<file path="src/rtl/lpm_arb_pkg.sv">
package lpm_arb_pkg;

    typedef enum logic [1:0] {
        MODE_ACTIVE = 2'd0,
        MODE_LIGHT  = 2'd1,
        MODE_DEEP   = 2'd2,
        MODE_OFF    = 2'd3
    } pwr_mode_e;

    typedef enum logic {
        ST_SETTLED  = 1'b0,
        ST_DMA_XFER = 1'b1
    } arb_state_e;

    localparam int DEMAND_W = 2;
    localparam logic [DEMAND_W-1:0] DEM_NONE = 2'b00;
    localparam logic [DEMAND_W-1:0] DEM_SLOW = 2'b01;

endpackage

</file>
<file path="src/rtl/lpm_demand_ceiling.sv">
module lpm_demand_ceiling
    import lpm_arb_pkg::*;
#(
    parameter int N_PERIPH = 6,
    parameter int N_ACCEL  = 3
) (
    input  logic [DEMAND_W*N_PERIPH-1:0] demand_i,
    input  logic [N_ACCEL-1:0]           busy_i,
    output pwr_mode_e                    ceiling_o,
    output logic                         any_busy_o
);

    logic [N_PERIPH-1:0] fast_w;
    logic [N_PERIPH-1:0] slow_w;

    for (genvar g = 0; g < N_PERIPH; g++) begin : g_field
        // top bit of a field marks fast demand (codes 10 and 11)
        assign fast_w[g] = demand_i[DEMAND_W*g+1];
        assign slow_w[g] = (demand_i[DEMAND_W*g +: DEMAND_W] == DEM_SLOW);
    end

    assign any_busy_o = |busy_i;

    always_comb begin
        if (any_busy_o)       ceiling_o = MODE_ACTIVE;
        else if (|fast_w)     ceiling_o = MODE_LIGHT;
        else if (|slow_w)     ceiling_o = MODE_DEEP;
        else                  ceiling_o = MODE_OFF;
    end

endmodule

</file>
<file path="src/rtl/lpm_clk_decode.sv">
module lpm_clk_decode
    import lpm_arb_pkg::*;
(
    input  pwr_mode_e mode_i,
    output logic      hf_en_o,
    output logic      lf_en_o
);

    always_comb begin
        hf_en_o = 1'b0;
        lf_en_o = 1'b0;
        unique case (mode_i)
            MODE_ACTIVE: begin hf_en_o = 1'b1; lf_en_o = 1'b1; end
            MODE_LIGHT:  begin hf_en_o = 1'b1; lf_en_o = 1'b1; end
            MODE_DEEP:   begin hf_en_o = 1'b0; lf_en_o = 1'b1; end
            MODE_OFF:    begin hf_en_o = 1'b0; lf_en_o = 1'b0; end
        endcase
    end

endmodule

</file>
<file path="src/rtl/lpm_arbiter.sv">
module lpm_arbiter
    import lpm_arb_pkg::*;
#(
    parameter int N_PERIPH = 6,
    parameter int N_ACCEL  = 3
) (
    input  logic                         clk_i,
    input  logic                         rst_ni,
    input  logic [1:0]                   req_mode_i,
    input  logic [DEMAND_W*N_PERIPH-1:0] periph_demand_i,
    input  logic [N_ACCEL-1:0]           accel_busy_i,
    input  logic                         dma_trig_i,
    input  logic                         dma_done_i,
    input  logic                         ext_clk_i,
    output logic [1:0]                   grant_mode_o,
    output logic                         hf_clk_en_o,
    output logic                         lf_clk_en_o,
    output logic                         wake_o
);

    arb_state_e state_q, state_d;
    pwr_mode_e  grant_q, grant_d;
    logic       wake_q,  wake_d;
    pwr_mode_e  ceiling_w, req_w, target_w;
    logic       any_busy_w;

    lpm_demand_ceiling #(
        .N_PERIPH (N_PERIPH),
        .N_ACCEL  (N_ACCEL)
    ) u_ceiling (
        .demand_i   (periph_demand_i),
        .busy_i     (accel_busy_i),
        .ceiling_o  (ceiling_w),
        .any_busy_o (any_busy_w)
    );

    assign req_w = pwr_mode_e'(req_mode_i);

    // clamped target: the override keeps only the busy rule
    always_comb begin
        if (ext_clk_i)
            target_w = any_busy_w ? MODE_ACTIVE : req_w;
        else
            target_w = (req_w < ceiling_w) ? req_w : ceiling_w;
    end

    // next state and next outputs
    always_comb begin
        state_d = state_q;
        grant_d = grant_q;
        wake_d  = 1'b0;
        unique case (state_q)
            ST_SETTLED: begin
                if (dma_trig_i) begin            // dma_start
                    state_d = ST_DMA_XFER;
                    grant_d = MODE_ACTIVE;
                    wake_d  = (grant_q != MODE_ACTIVE);
                end else begin
                    grant_d = target_w;
                end
            end
            ST_DMA_XFER: begin
                if (dma_done_i && !dma_trig_i) begin   // dma_finish
                    state_d = ST_SETTLED;
                    grant_d = target_w;
                end else begin                          // dma_extend
                    grant_d = MODE_ACTIVE;
                end
            end
        endcase
    end

    // state register
    always_ff @(posedge clk_i or negedge rst_ni) begin
        if (!rst_ni) state_q <= ST_SETTLED;
        else         state_q <= state_d;
    end

    // output registers
    always_ff @(posedge clk_i or negedge rst_ni) begin
        if (!rst_ni) begin
            grant_q <= MODE_ACTIVE;
            wake_q  <= 1'b0;
        end else begin
            grant_q <= grant_d;
            wake_q  <= wake_d;
        end
    end

    lpm_clk_decode u_clk (
        .mode_i  (grant_q),
        .hf_en_o (hf_clk_en_o),
        .lf_en_o (lf_clk_en_o)
    );

    assign grant_mode_o = grant_q;
    assign wake_o       = wake_q;

    // ---------------- assertions ----------------
    p_not_deeper_r1: assert property (@(posedge clk_i) disable iff (!rst_ni)
        1'b1 |=> (grant_mode_o <= $past(req_mode_i)));

    p_fast_cap_r2: assert property (@(posedge clk_i) disable iff (!rst_ni)
        (!ext_clk_i && ceiling_w == MODE_LIGHT) |=> (grant_mode_o <= 2'd1));

    p_override_r3: assert property (@(posedge clk_i) disable iff (!rst_ni)
        (ext_clk_i && !any_busy_w && state_q == ST_SETTLED && !dma_trig_i)
        |=> (grant_mode_o == $past(req_mode_i)));

    p_busy_hold_r4: assert property (@(posedge clk_i) disable iff (!rst_ni)
        (|accel_busy_i) |=> (grant_mode_o == 2'd0));

    p_dma_wake_r5: assert property (@(posedge clk_i) disable iff (!rst_ni)
        dma_trig_i |=> (grant_mode_o == 2'd0));

    p_enables_r7: assert property (@(posedge clk_i) disable iff (!rst_ni)
        hf_clk_en_o |-> lf_clk_en_o);

    p_wake_pulse_r8: assert property (@(posedge clk_i) disable iff (!rst_ni)
        wake_o |-> (grant_mode_o == 2'd0 && $past(grant_mode_o) != 2'd0));

    p_wake_single_r8: assert property (@(posedge clk_i) disable iff (!rst_ni)
        wake_o |=> !wake_o);

    p_active_req_r9: assert property (@(posedge clk_i) disable iff (!rst_ni)
        (req_mode_i == 2'd0) |=> (grant_mode_o == 2'd0));

endmodule

</file>
<file path="config.mk">
export PLATFORM = sky130hd
export DESIGN_NAME = lpm_arbiter
export DESIGN_NICKNAME = d
export VERILOG_FILES = /design/src/rtl/lpm_arb_pkg.sv /design/src/rtl/lpm_demand_ceiling.sv /design/src/rtl/lpm_clk_decode.sv /design/src/rtl/lpm_arbiter.sv
export SDC_FILE = /design/constraint.sdc
export NUM_CORES = 1
export LEC_CHECK = 0
export BUFFER_PORTS_ARGS = -buffer_cell sky130_fd_sc_hd__buf_2
export CELL_PAD_IN_SITES_DETAIL_PLACEMENT = 1
export CELL_PAD_IN_SITES_GLOBAL_PLACEMENT = 1
export CORE_MARGIN = 2
export CORE_UTILIZATION = 18
export DETAILED_ROUTE_END_ITERATION = 8
export PLACE_DENSITY = 0.79
export REMOVE_ABC_BUFFERS = 1
export SETUP_SLACK_MARGIN = 0.05
export SYNTH_ARGS = -nofsm -noshare
export SYNTH_HDL_FRONTEND = slang
export SYNTH_HIERARCHICAL = 1
export SYNTH_SLANG_ARGS = --single-unit
export TNS_END_PERCENT = 100
</file>
<file path="constraint.sdc">
create_clock -name clk_i -period 1.1 [get_ports clk_i]
set_clock_uncertainty 0.15 [all_clocks]
set_input_delay 0.22 -clock clk_i [delete_from_list [all_inputs] [get_ports clk_i]]
set_output_delay 0.22 -clock clk_i [all_outputs]
set_load 0.01 [all_outputs]
</file>
==> summary.txt <==
Run status
  • Outcome: complete, but fails checks
  • Failing checks: setup timing

Final layout
  • Area Growth Syn to Fin: 111%
  • Final Cell Area: 546 um2
  • Fillers: 165
  • Most common cell after layout, fill and taps aside: buf_2
  • Most frequent cells in the layout: buf_2 (23), buf_4 (6), inv_1 (4), dfrtp_1 (4)
  • Final Non-Filler Cells: 80
  • Nets: 91
  • Share of cells above drive strength 1: 66.2%
  • Diodes inserted: 0

Yosys
  • Post-Synth Adder-Cell Area: 9.66%
  • Register area share after synthesis: 38.6%
  • Simple-Gate Fraction of Synth Area: 29.5%
  • Flops & latches, synth: 4
  • Synth warn: 6
  • Mapped Area: 259 um2
  • Synth Area in XOR/XNOR: 0%
  • Synth cell types: 16
  • Mean post-synth cell area: 8.93 um2
  • Cell taking the most area after synthesis: dfrtp_1
  • Top-area cell type share of the netlist area: 38.6%
  • Mux cell area share after synthesis: 0%
  • Largest family of logic cells by synthesized area: simple AND/OR/NAND/NOR gates
  • Post-synthesis cell count: 29
  • Synth area leaders: dfrtp_1 (39%), ha_1 (9.7%), a2111oi_2 (5.8%)
  • Post-synthesis compound-gate area fraction: 16.4%

Place
  • Setup WS pre-CTS: -747 ps
  • Placed cell area: 438 um2
  • Cell total after placement: 74
  • Gp weighted congestion: 0.757
  • Buffers added on ports: 26
  • Placed wire-length estimate: 672 um

Timing
  • Slew margin rel.: 82.8%
  • Worst slew pin tran: 257 ps
  • Fin. Hold Viols: 0
  • Unrepaired setup endpoints after global routing: true
  • Slew Limit Fails: 0
  • Setup total negative slack: -738 ps
  • Final min period: 1550 ps
  • Post-route setup slack: -447 ps
  • Fin crit share: 141%
  • Final setup viols: 6
  • Max Freq: 646 MHz

Run
  • Max cap viols: 0

Clock tree
  • Clock Tree Buf Depth: 2
  • Reg clk slew, reported paths: 40 ps
  • CTS root buffer: clkbuf_4
  • CTS tree: yes
  • Clk Latency, worst-skew pair: 230 ps
  • Depth of the CTS H-tree: 1
  • Clk sinks: 4
  • Total CTS buffers: 3

Drt
  • Via-per-instance ratio: 4.46
  • Wire length per cell: 11.0 um
  • DRT iter0 DRCs: 1
  • WL final: 876 um
  • TritonRoute pass-1 iters: 4
  • DRC Markers: 0
  • Antenna viol nets, final: 0
  • Vias after detailed routing: 357

Worst setup path
  • Critical Path AT: 1520 ps
  • Worst path cell trace: buf_2, or3_4, nor2_2, inv_1, ha_1, nor2_1, nor3_1, a2111oi_2
  • CP bufs+invs: 2
  • Crit Path Category: input port to flip-flop
  • Worst Path Required: 1070 ps
  • CP endpoint kind: flip-flop
  • Worst reg2reg path depth: 2
  • Slowest stage cell, crit path: or3_4
  • Worst r2r src: state_q
  • Critical Path Source Type: input port
  • Critical-path maximum fanout: 2
  • Crit-path max cell delay: 390 ps
  • FF-to-FF End: grant_mode_o[0]
  • Flop-to-flop setup slack: -50 ps
  • CP delay by family, top: simple AND/OR/NAND/NOR gates

Power
  • Leakage: 0.000267 uW
  • Maximum vdd drop: 219 uV
  • Power Dens Cells: 782 nW/um2
  • Power Total: 427 uW

Worst hold path
  • Worst hold endpoint: grant_mode_o[0]
  • Hold Path Class: input port to flip-flop
  • Hold path start: ext_clk_i
  • Hold Crit Depth: 2

Die
  • Area of the die: 1760 um2
  • Die X: 41.9 um
  • # IOs: 27
  • Site Rows: 13
  • Core region area: 1320 um2
  • Die Y: 41.9 um
  • Initial core utilization: 19.7%

GRT
  • Global route overflow: 0
  • First-pass GRT wire length: 1620 um
  • Total Routing Usage GR: 12.4%
  • Antenna violations before repair: 0
  • Largest net degree at the start of global routing: 5
  • Vias in the first global route: 393
[flip-flops by register name, indices dropped and copies added (netlist names)]
| register | cells |
|---|---|
| state_q | 1 |
| wake_o | 1 |
| grant_mode_o | 2 |
[synthesized netlist by cell type]
master	number
nor3_1	1
a21oi_1	2
inv_1	4
nand2_1	3
a21o_1	1
nor4_1	1
dfrtp_1	4
or4_1	1
nor2_1	4
nor3_2	1
nor3b_1	1
or3_1	1
o21ba_1	1
ha_1	2
nand3b_1	1
a2111oi_2	1
[how the worst max path moves through the flow]
stage / to / depth (start not counted) / start
2_1_floorplan: grant_mode_o[0] / 7 / accel_busy_i[1]
3_3_place_gp: grant_mode_o[0] / 8 / accel_busy_i[1]
3_5_place_dp: grant_mode_o[0] / 8 / accel_busy_i[1]
4_1_cts: grant_mode_o[0] / 9 / periph_demand_i[7]
5_1_grt: grant_mode_o[0] / 9 / periph_demand_i[9]
6_report: grant_mode_o[0] / 8 / accel_busy_i[1]
[timing repair]
item                       CTS  global route
setup endpoints to repair    7             7
hold endpoints to repair     4             0
resized for setup            6             5
hold buffers                 1             0
pin swaps                    5             4
buffers inserted             1             1
[logic make-up after synthesis]
group / Yosys count
compound gates: 5
fa+ha+maj: 2
buf+inv: 4
flops: 4
simple gates: 14
[layer usage]
layer	share of wire, %	vias up	wire length, um	track usage, %
li1	-	174	-	-
met1	31	168	269	11.6
met2	62	15	540	24.7
met3	7.5	0	66	2.61
met4	0	0	0	5.81
met5	0	-	0	0
[per-stage QoR]
stage	hold WS (ps)	utilization [%]
2_1_floorplan	-226	-
3_3_place_gp	-124	33.2
3_5_place_dp	-121	33.2
4_1_cts	73.5	38.7
5_1_grt	102	41.4
6_report	82.5	41.4
[where the power goes]
group / total (uW) / internal, uW / switching (uW)
Combinational: 97.2 / 57.2 / 40.0
Clock: 174 / 122 / 52.5
Sequential: 155 / 153 / 2.46
Total: 427 / 332 / 95.0
[layout make-up]
class	instances	area [um2]	area share, %
Inverter	4	15.0	2.75
Sequential cell	4	100	18.3
Multi-Input combinational cell	21	185	33.9
Timing Repair Buffer	33	204	37.4
Clock buffer	3	22.5	4.13
Tap cell	15	18.8	3.44
Note: power is estimated with default switching activity, not from simulation.
